==> config.mk <==
export PLATFORM = sky130hd
export DESIGN_NAME = tap_port
export DESIGN_NICKNAME = d
export VERILOG_FILES = /design/src/rtl/tap_pkg.sv /design/src/rtl/tap_fsm.sv /design/src/rtl/tap_ir.sv /design/src/rtl/tap_decode.sv /design/src/rtl/tap_port.sv
export SDC_FILE = /design/constraint.sdc
export NUM_CORES = 1
export LEC_CHECK = 0
export ABC_AREA = 1
export BUFFER_PORTS_ARGS = -buffer_cell sky130_fd_sc_hd__buf_2
export CAP_MARGIN = 30
export CORE_MARGIN = 5
export CORE_UTILIZATION = 43
export CTS_BUF_LIST = sky130_fd_sc_hd__clkbuf_8
export CTS_CLUSTER_SIZE = 10
export DETAILED_ROUTE_END_ITERATION = 8
export PLACE_DENSITY = 0.76
export SETUP_SLACK_MARGIN = 0.4
export SYNTH_ARGS = -nofsm -noshare
export SYNTH_HDL_FRONTEND = slang
export SYNTH_SLANG_ARGS = --single-unit
==> constraint.sdc <==
create_clock -name tck -period 1 [get_ports tck]
set_input_delay 0.1 -clock tck [delete_from_list [all_inputs] [get_ports tck]]
set_output_delay 0.1 -clock tck [all_outputs]
set_load 0.03 [all_outputs]
==> src/rtl/tap_pkg.sv <==
`timescale 1ns/1ps
package tap_pkg;

  localparam int IR_W = 4;

  typedef enum logic [3:0] {
    ST_TLR    = 4'd0,
    ST_RTI    = 4'd1,
    ST_SEL_DR = 4'd2,
    ST_CAP_DR = 4'd3,
    ST_SH_DR  = 4'd4,
    ST_EX1_DR = 4'd5,
    ST_PAU_DR = 4'd6,
    ST_EX2_DR = 4'd7,
    ST_UPD_DR = 4'd8,
    ST_SEL_IR = 4'd9,
    ST_CAP_IR = 4'd10,
    ST_SH_IR  = 4'd11,
    ST_EX1_IR = 4'd12,
    ST_PAU_IR = 4'd13,
    ST_EX2_IR = 4'd14,
    ST_UPD_IR = 4'd15
  } tap_state_e;

  localparam logic [IR_W-1:0] OP_EXTEST   = 4'b0000;
  localparam logic [IR_W-1:0] OP_SAMPLE   = 4'b0010;
  localparam logic [IR_W-1:0] OP_INTEST   = 4'b0011;
  localparam logic [IR_W-1:0] OP_CLAMP    = 4'b0100;
  localparam logic [IR_W-1:0] OP_HIGHZ    = 4'b0101;
  localparam logic [IR_W-1:0] OP_SELFTEST = 4'b0110;
  localparam logic [IR_W-1:0] OP_BYPASS   = 4'b1111;

  typedef struct packed {
    logic sel_bsr;  // boundary register on the scan path
    logic mode;     // boundary cells drive
    logic hiz;      // float all outputs
    logic bist;     // self-test instruction
  } tap_dec_t;

endpackage

==> src/rtl/tap_fsm.sv <==
`timescale 1ns/1ps
module tap_fsm
  import tap_pkg::*;
(
  input  logic       tck,
  input  logic       rst_n,
  input  logic       tms,
  output tap_state_e st_q,
  output tap_state_e st_d
);

  always_comb begin
    st_d = st_q;
    unique case (st_q)
      ST_TLR:    st_d = tms ? ST_TLR    : ST_RTI;
      ST_RTI:    st_d = tms ? ST_SEL_DR : ST_RTI;
      ST_SEL_DR: st_d = tms ? ST_SEL_IR : ST_CAP_DR;
      ST_CAP_DR: st_d = tms ? ST_EX1_DR : ST_SH_DR;
      ST_SH_DR:  st_d = tms ? ST_EX1_DR : ST_SH_DR;
      ST_EX1_DR: st_d = tms ? ST_UPD_DR : ST_PAU_DR;
      ST_PAU_DR: st_d = tms ? ST_EX2_DR : ST_PAU_DR;
      ST_EX2_DR: st_d = tms ? ST_UPD_DR : ST_SH_DR;
      ST_UPD_DR: st_d = tms ? ST_SEL_DR : ST_RTI;
      ST_SEL_IR: st_d = tms ? ST_TLR    : ST_CAP_IR;
      ST_CAP_IR: st_d = tms ? ST_EX1_IR : ST_SH_IR;
      ST_SH_IR:  st_d = tms ? ST_EX1_IR : ST_SH_IR;
      ST_EX1_IR: st_d = tms ? ST_UPD_IR : ST_PAU_IR;
      ST_PAU_IR: st_d = tms ? ST_EX2_IR : ST_PAU_IR;
      ST_EX2_IR: st_d = tms ? ST_UPD_IR : ST_SH_IR;
      ST_UPD_IR: st_d = tms ? ST_SEL_DR : ST_RTI;
      default:   st_d = ST_TLR;
    endcase
  end

  always_ff @(posedge tck or negedge rst_n) begin
    if (!rst_n) st_q <= ST_TLR;
    else        st_q <= st_d;
  end

endmodule

==> src/rtl/tap_ir.sv <==
`timescale 1ns/1ps
module tap_ir
  import tap_pkg::*;
#(
  parameter logic [IR_W-1:0] CAP_PATTERN = 4'b0001
) (
  input  logic            tck,
  input  logic            rst_n,
  input  tap_state_e      st_q,
  input  tap_state_e      st_d,
  input  logic            tdi,
  output logic            ir_so,
  output logic [IR_W-1:0] instr
);

  logic [IR_W-1:0] sr_q, sr_d;
  logic            sr_en;
  logic [IR_W-1:0] hold_d;
  logic            hold_en;

  // shift stage: capture fixed pattern, shift LSB first
  always_comb begin
    sr_en = 1'b0;
    sr_d  = sr_q;
    if (st_q == ST_CAP_IR) begin
      sr_en = 1'b1;
      sr_d  = CAP_PATTERN;
    end else if (st_q == ST_SH_IR) begin
      sr_en = 1'b1;
      sr_d  = {tdi, sr_q[IR_W-1:1]};
    end
  end

  always_ff @(posedge tck or negedge rst_n) begin
    if (!rst_n)     sr_q <= CAP_PATTERN;
    else if (sr_en) sr_q <= sr_d;
  end

  // holding stage: loads on leaving Update-IR, resets on entering reset state
  always_comb begin
    hold_en = 1'b0;
    hold_d  = instr;
    if (st_d == ST_TLR) begin
      hold_en = 1'b1;
      hold_d  = OP_BYPASS;
    end else if (st_q == ST_UPD_IR) begin
      hold_en = 1'b1;
      hold_d  = sr_q;
    end
  end

  always_ff @(posedge tck or negedge rst_n) begin
    if (!rst_n)       instr <= OP_BYPASS;
    else if (hold_en) instr <= hold_d;
  end

  assign ir_so = sr_q[0];

endmodule

==> src/rtl/tap_decode.sv <==
`timescale 1ns/1ps
module tap_decode
  import tap_pkg::*;
(
  input  logic [IR_W-1:0] instr,
  output tap_dec_t        dec
);

  always_comb begin
    dec = '0;
    unique case (instr)
      OP_EXTEST:   begin dec.sel_bsr = 1'b1; dec.mode = 1'b1; end
      OP_INTEST:   begin dec.sel_bsr = 1'b1; dec.mode = 1'b1; end
      OP_SAMPLE:   begin dec.sel_bsr = 1'b1; end
      OP_CLAMP:    begin dec.mode    = 1'b1; end
      OP_HIGHZ:    begin dec.hiz     = 1'b1; end
      OP_SELFTEST: begin dec.bist    = 1'b1; end
      default:     dec = '0;   // BYPASS and every unused code
    endcase
  end

endmodule

==> src/rtl/tap_port.sv <==
`timescale 1ns/1ps
module tap_port
  import tap_pkg::*;
#(
  parameter int              RST_STAGES  = 2,
  parameter logic [IR_W-1:0] CAP_PATTERN = 4'b0001
) (
  input  logic tck,
  input  logic trst_n,
  input  logic tms,
  input  logic tdi,
  input  logic bsr_so,
  output logic tdo,
  output logic tdo_oe,
  output logic shift_dr,
  output logic clock_dr,
  output logic update_dr,
  output logic mode,
  output logic hiz_req,
  output logic selftest_go
);

  // reset: asserted asynchronously, released on tck
  logic [RST_STAGES-1:0] rst_sync_q;
  logic                  rst_n_q;

  genvar g;
  generate
    for (g = 0; g < RST_STAGES; g++) begin : g_rst
      always_ff @(posedge tck or negedge trst_n) begin
        if (!trst_n) rst_sync_q[g] <= 1'b0;
        else         rst_sync_q[g] <= (g == 0) ? 1'b1 : rst_sync_q[(g == 0) ? 0 : g-1];
      end
    end
  endgenerate

  assign rst_n_q = rst_sync_q[RST_STAGES-1] & trst_n;

  tap_state_e      st_q, st_d;
  logic            ir_so;
  logic [IR_W-1:0] instr;
  tap_dec_t        dec;

  tap_fsm i_fsm (
    .tck   (tck),
    .rst_n (rst_n_q),
    .tms   (tms),
    .st_q  (st_q),
    .st_d  (st_d)
  );

  tap_ir #(.CAP_PATTERN(CAP_PATTERN)) i_ir (
    .tck   (tck),
    .rst_n (rst_n_q),
    .st_q  (st_q),
    .st_d  (st_d),
    .tdi   (tdi),
    .ir_so (ir_so),
    .instr (instr)
  );

  tap_decode i_dec (
    .instr (instr),
    .dec   (dec)
  );

  // bypass bit
  logic byp_q, byp_d, byp_en;
  always_comb begin
    byp_en = 1'b0;
    byp_d  = byp_q;
    if (st_q == ST_CAP_DR) begin
      byp_en = 1'b1;
      byp_d  = 1'b0;
    end else if (st_q == ST_SH_DR) begin
      byp_en = 1'b1;
      byp_d  = tdi;
    end
  end

  always_ff @(posedge tck or negedge rst_n_q) begin
    if (!rst_n_q)    byp_q <= 1'b0;
    else if (byp_en) byp_q <= byp_d;
  end

  // serial output, retimed on the falling edge
  logic in_shift, tdo_d;
  always_comb begin
    in_shift = (st_q == ST_SH_IR) || (st_q == ST_SH_DR);
    if (st_q == ST_SH_IR)      tdo_d = ir_so;
    else if (!in_shift)        tdo_d = 1'b0;
    else if (dec.sel_bsr)      tdo_d = bsr_so;
    else                       tdo_d = byp_q;
  end

  always_ff @(negedge tck or negedge rst_n_q) begin
    if (!rst_n_q) begin
      tdo    <= 1'b0;
      tdo_oe <= 1'b0;
    end else begin
      tdo    <= tdo_d;
      tdo_oe <= in_shift;
    end
  end

  // boundary and chip controls
  assign shift_dr    = dec.sel_bsr && (st_q == ST_SH_DR);
  assign clock_dr    = dec.sel_bsr && ((st_q == ST_CAP_DR) || (st_q == ST_SH_DR));
  assign update_dr   = dec.sel_bsr && (st_q == ST_UPD_DR);
  assign mode        = dec.mode;
  assign hiz_req     = dec.hiz;
  assign selftest_go = dec.bist && (st_q == ST_RTI);

endmodule

==> results of run 1 <==
-- power breakdown --
| part | switching, mW | internal, mW |
|---|---|---|
| Sequential | 0.217 | 0.922 |
| Combinational | 1.59 | 1.33 |
| Clock | 0.289 | 0.282 |
-- logic make-up after synthesis --
group / Yosys count
AO/OA/AOI/OAI: 16
AND/OR/NAND/NOR: 74
other: 1
multiplexers: 1
flip-flops: 17
buffers and inverters: 22
-- tightest hold or removal path, delay by kind of cell --
kind / cells / cell delay, ps
buffers and inverters: 4 / 450
AND/OR/NAND/NOR: 1 / 70
-- layout make-up --
class / count / area, µm² / share of cell area [%]
multi-input combinational: 92 / 670.6 / 36.07
tap: 27 / 33.78 / 1.817
clock buffer: 3 / 41.29 / 2.221
timing repair buffer: 60 / 574.3 / 30.89
clock inverter: 1 / 7.507 / 0.4038
inverter: 22 / 96.34 / 5.182
sequential: 17 / 435.4 / 23.42
-- stage by stage --
stage          std cells  setup slack (ps)
5_1_grt              222            -863.3
3_5_place_dp         198            -723.2
2_1_floorplan        131            -671.2
4_1_cts              212            -700.6
3_3_place_gp         198            -664.8
6_report             222            -831.5
-- worst paths after layout --
path / cells after the start / end / start
setup / recovery: 6 / tdo / i_ir.instr[0]
hold / removal: 5 / i_ir.sr_q[3] / trst_n
setup reg to reg: 6 / tdo / i_ir.instr[0]
hold reg to reg: 0 / rst_sync_q[1] / rst_sync_q[0]
max in group asynchronous: 2 / tdo / rst_sync_q[1]
min in group tck: 3 / i_ir.sr_q[3] / tdi
-- per-layer routing --
layer	up-vias	track usage (%)	wire length (µm)
met5	-	0	0
met4	0	7.797	99
met3	13	4.358	317
met2	82	31.52	2383
met1	624	23.51	1573
li1	539	-	-
-- registers in the layout, indices dropped and copies added, names as in the netlist --
signal      flops
tdo             1
i_ir.instr      4
tdo_oe          1
i_fsm.st_q      4
byp_q           1
rst_sync_q      2
i_ir.sr_q       4
-- placed cells by master, fill, tap and decap left out, types with 2 or more instances in the layout --
cell        synthesis  routed
clkbuf_8            0       3
nand3_2             1       5
o22ai_2             0       4
nor2_4              0       9
inv_1              22      10
buf_6               0      33
o21ai_1             0       2
nand2_4             1       8
inv_4               0       4
nand2_2             3      10
inv_2               0       7
nand3_1             6       2
dfstp_2             5       5
nor2_1             25      11
nand2_1            33      19
a21oi_2             0       2
buf_2               0       4
dfrtn_1             2       2
buf_4               0      21
nor2_2              1       6
o21ai_0             8       5
dfrtp_1            10       7
dfrtp_2             0       3
clkinvlp_4          0       2
-- timing repair --
item,4_1_cts,5_1_grt
gates resized for setup,47,51
endpoints found under the hold margin,6,2
hold buffers,1,1
pin swaps,13,16
setup buffers,9,10
setup endpoints to repair,30,38
==> metrics.cfg, run 1 <==
[run]
cap_violations = 0

[worst_setup_path]
crit_family = flip-flops
crit_path_cell_trace = inv_2, o21ai_2, or2_4, a21oi_2, o21ai_1, o21ai_1
path_max_fanout = 4
crit_top_cell = o21ai_1
crit_arrival_ps = 1450
worst_setup_path_start_kind = flip-flop
end_kind = flip-flop
cpPeakStageDelay_ps = 540
worst_ep_required_time_ps = 610
critPathSlowestCell = dfstp_2
path_buf_inv = 1
rrSetupSlack_ps = -830
worstSetupPathType = flip-flop to flip-flop

[grt]
grt_pass1_vias = 1101
grt_usage_pct = 19.01
gr-total-overflow = 0
grt_max_degree = 12
antenna_found_initial = 0
grt_pass1_wl_mm = 4.836

[place]
portBuffers = 12
dpl_cell_area_um2 = 1303
dp_hpwl_mm = 1.873
gpl.final_weighted_congestion = 0.9346

[finish]
area_delta_synth_final_pct = 99.20
post-route-cell-area_um2 = 1859
antennaDiodeCount = 0
final_nets = 201
fill_cells = 68
finalCoreUtilization_pct = 91.96
drive_gt1_share_pct = 68.21

[sta]
drv_slew = 0
hold_slack_ps = 12.22
setup_slack_ps = -831.5
tns_ps = -11400
grt_setup_unrepaired = yes
setup_violations = 23
hold_violations = 0
fin_skew_ps = 17.22

[clock_tree]
ctsHtreeMaxLevel = 1
clock_latency_ps = 280
cts_buffers = 3
cts_tree = built
root_buffer = clkbuf_8
clkTransAtPathRegs_ps = 80
cts_sinks = 17
cts_buffer_depth = 2

[logic_synthesis]
avgSynthCellArea_um2 = 7.125
ys_top_cells_by_area = dfrtp_1 27%, dfstp_2 14%, nand2_1 13%
synthTopCellsByCount = 33 x nand2_1, 25 x nor2_1, 22 x inv_1
synthAdderAreaFrac_pct = 0
synth_top_family_by_area = simple AND/OR/NAND/NOR gates
yosys_warnings = 0
synth-compound-area-share_pct = 9.383
yosys.area.top_type_share_pct = 26.81
synthMuxAreaShare_pct = 1.072
yosys.area_share.simple_pct = 34.05
synth_nets = 136
yosysSeqAreaShare_pct = 46.25
synthCells = 131
synth_cell_types = 21
yosysMostFrequentCell = nand2_1
syn_area_um2 = 933.4
ys_seq_elements = 17
synth_edf_count = 0
synth_area_leader_cell = dfrtp_1
synth-xor-area-share_pct = 0
synth_flop_cell = dfrtp_1
postSynth.asyncResetShare_pct = 100.0

[floorplan]
num_rows = 16
fp.dieH_um = 56.59
dieWidth_um = 56.59
pin_count = 13
start_util_pct = 46.16
core_area_um2 = 2022
die_area_um2 = 3202

[routing]
ant_nets = 0
wl_per_cell_um = 19.70
wirelength_mm = 4.374
drt_iter0_drc = 83
drtPass1Iterations = 4
drc = 0
vias = 1258
avgViaCountPerCell = 5.667

[power_and_ir_drop]
power_mw = 4.628
p_leak_nw = 0.9550
ir_drop_mv = 2.783
power_density_nw_per_um2 = 2489

[run_status]
violations = setup timing
outcome = complete, but fails checks

[min_path]
hold_class = primary input to async pin

(Power assumes the default switching activity.)
==> run 2, diff against run 1 <==
--- a/config.mk
+++ b/config.mk
@@ -9,11 +9,11 @@
 export BUFFER_PORTS_ARGS = -buffer_cell sky130_fd_sc_hd__buf_2
 export CAP_MARGIN = 30
 export CORE_MARGIN = 5
-export CORE_UTILIZATION = 43
+export CORE_UTILIZATION = 40
 export CTS_BUF_LIST = sky130_fd_sc_hd__clkbuf_8
 export CTS_CLUSTER_SIZE = 10
 export DETAILED_ROUTE_END_ITERATION = 8
-export PLACE_DENSITY = 0.76
+export PLACE_DENSITY = 0.7
 export SETUP_SLACK_MARGIN = 0.4
 export SYNTH_ARGS = -nofsm -noshare
 export SYNTH_HDL_FRONTEND = slang
==> constraint.sdc (replaced) <==
create_clock -name tck -period 1.7 [get_ports tck]
set_input_delay 0.17 -clock tck [delete_from_list [all_inputs] [get_ports tck]]
set_output_delay 0.17 -clock tck [all_outputs]
set_load 0.03 [all_outputs]
==> run 2 against run 1 <==
Compared with the run above: the flow still finishes with violations (setup timing); non-clock buffer count fell by 13; critical path depth fell by 2; flip-flop and latch count did not move; first-iteration DRC count fell by 30%; power fell by 50%; cell count fell by 5.4%; worst setup slack improved by 450 ps; final area fell by 14%; combinational power fell by 53%; die area rose by 6.2%; critical endpoint unchanged; clock power fell by 46%.
==> metrics.cfg, run 2 (synthesis gave the netlist of run 1 again) <==
[routing]
wirelength_mm = 3.172
drt_iter0_drc = 58
drtPass1Iterations = 4
drc = 0
ant_nets = 0
vias = 1116
avgViaCountPerCell = 5.314
wl_per_cell_um = 15.10

[place]
dp_hpwl_mm = 1.725
placed_cells = 187
gpl.final_weighted_congestion = 0.9970
portBuffers = 12

[worst_setup_path]
path_max_fanout = 4
worst_ep_required_time_ps = 960
crit_top_cell = o21ai_2
crit_path_cell_trace = o21ai_2, or2_4, o21ai_2, o21ai_1
cpPeakStageDelay_ps = 540
r2r_start = i_ir.instr[1]
crit_start = i_ir.instr[1]
worstSetupPathType = flip-flop to flip-flop
cp.depth = 4
crit_arrival_ps = 1340
rr_worst_depth = 4
path_buf_inv = 0
crit_end = tdo
crit_family = flip-flops
timing.rr.end = tdo
worst_setup_path_start_kind = flip-flop
end_kind = flip-flop
critPathSlowestCell = dfstp_2
rrSetupSlack_ps = -380

[finish]
final_cell_mix = 26 x buf_4, 23 x nand2_1, 16 x buf_6
fill_cells = 148
drive_gt1_share_pct = 58.79
antennaDiodeCount = 0
largestRegisters = i_fsm.st_q (4), i_ir.instr (4), i_ir.sr_q (4)
final_nets = 188
area_delta_synth_final_pct = 71.72
finalNonFillerCells = 210
mostFrequentLayoutCell = buf_4
finalCoreUtilization_pct = 72.45

[power_and_ir_drop]
p_leak_nw = 0.8272
netSwitchingPower_mw = 1.012
seq_power_share_pct = 27.0
power_frac_clock_pct = 13.4
p_int_mw = 1.280
power_density_nw_per_um2 = 1430
ir_drop_mv = 1.098
combPwrFrac_pct = 59.6
power_mw = 2.291
switching_share_pct = 44.16

[floorplan]
dieWidth_um = 58.31
core_area_um2 = 2212
fp.dieH_um = 58.31
start_util_pct = 42.19
num_rows = 17
pin_count = 13
die_area_um2 = 3399

[grt]
grt_usage_pct = 16.83
gr-total-overflow = 0
grt_max_degree = 16
grt_pass1_wl_mm = 4.464
grt_pass1_vias = 1087
antenna_found_initial = 0

[clock_tree]
ctsHtreeMaxLevel = 1
clkTransAtPathRegs_ps = 70
cts_sinks = 17
cts_tree = built
cts_buffer_depth = 2
clock_latency_ps = 270
root_buffer = clkbuf_8
cts_buffers = 3

[run_status]
violations = setup timing
outcome = complete, but fails checks

[sta]
hold_violations = 0
setup_violations = 7
fin_skew_ps = 18.21
grt_setup_unrepaired = yes
drv_slew = 0
setup_slack_ps = -382.0

[run]
cap_violations = 0

[min_path]
hold_class = primary input to async pin

-- run 2: cell type report --
cell class / instances / area, µm² / area share (%)
inverter: 22 / 93.84 / 5.855
multi-input combinational: 92 / 588.1 / 36.69
timing repair buffer: 47 / 405.4 / 25.29
sequential: 17 / 431.7 / 26.93
clock inverter: 1 / 7.507 / 0.4684
clock buffer: 3 / 41.29 / 2.576
tap: 28 / 35.03 / 2.186
-- run 2: how the worst min path moves through the flow --
stage,endpoint,cells past startpoint
after floorplan,rst_sync_q[0],0
after detailed placement,rst_sync_q[1],1
after global routing,i_ir.sr_q[3],4
final,i_ir.sr_q[3],4
after global placement,rst_sync_q[1],1
after CTS,i_ir.sr_q[3],3
-- run 2: worst min-delay path: stages --
cell	delay (ps)
buf_2	80
nand2_1	70
clkinvlp_4	130
buf_4	120
-- run 2: timing repair --
action	in CTS	in global routing
setup endpoints to repair	16	20
pin swaps	18	14
resized for setup	53	26
buffers inserted	8	10
hold buffers	1	1
cloned	0	0
endpoints found under the hold margin	10	2
-- run 2: power by group through the flow --
stage | clock [mW] | sequential [mW] | combinational (mW)
after floorplan | 0 | 0.638 | 0.497
after global placement | 0 | 0.599 | 0.824
after detailed placement | 0 | 0.601 | 0.844
after CTS | 0.306 | 0.607 | 1.10
after global routing | 0.334 | 0.628 | 1.46
final | 0.307 | 0.619 | 1.37
-- run 2: per-layer routing --
| layer | vias to the layer above | part of all wire [%] | global-route usage, % |
|---|---|---|---|
| li1 | 510 | - | - |
| met1 | 523 | 37 | 19.42 |
| met5 | - | 0 | 0 |
| met2 | 68 | 52 | 29.98 |
| met4 | 0 | 3.5 | 6.954 |
| met3 | 15 | 7.8 | 3.509 |
-- run 2: stage by stage --
step / instance area [µm²] / hold slack [ps] / setup slack [ps] / TNS, ps
after CTS: 1430 / 197.9 / -331.2 / -709.8
final: 1603 / 3.466 / -382.0 / -1028
after global routing: 1603 / 48.53 / -426.0 / -1402
after detailed placement: 1162 / -36.93 / -366.6 / -382.4
after global placement: 1162 / -39.91 / -318.9 / -318.9
after floorplan: 947.2 / -125.6 / -315.0 / -451.7
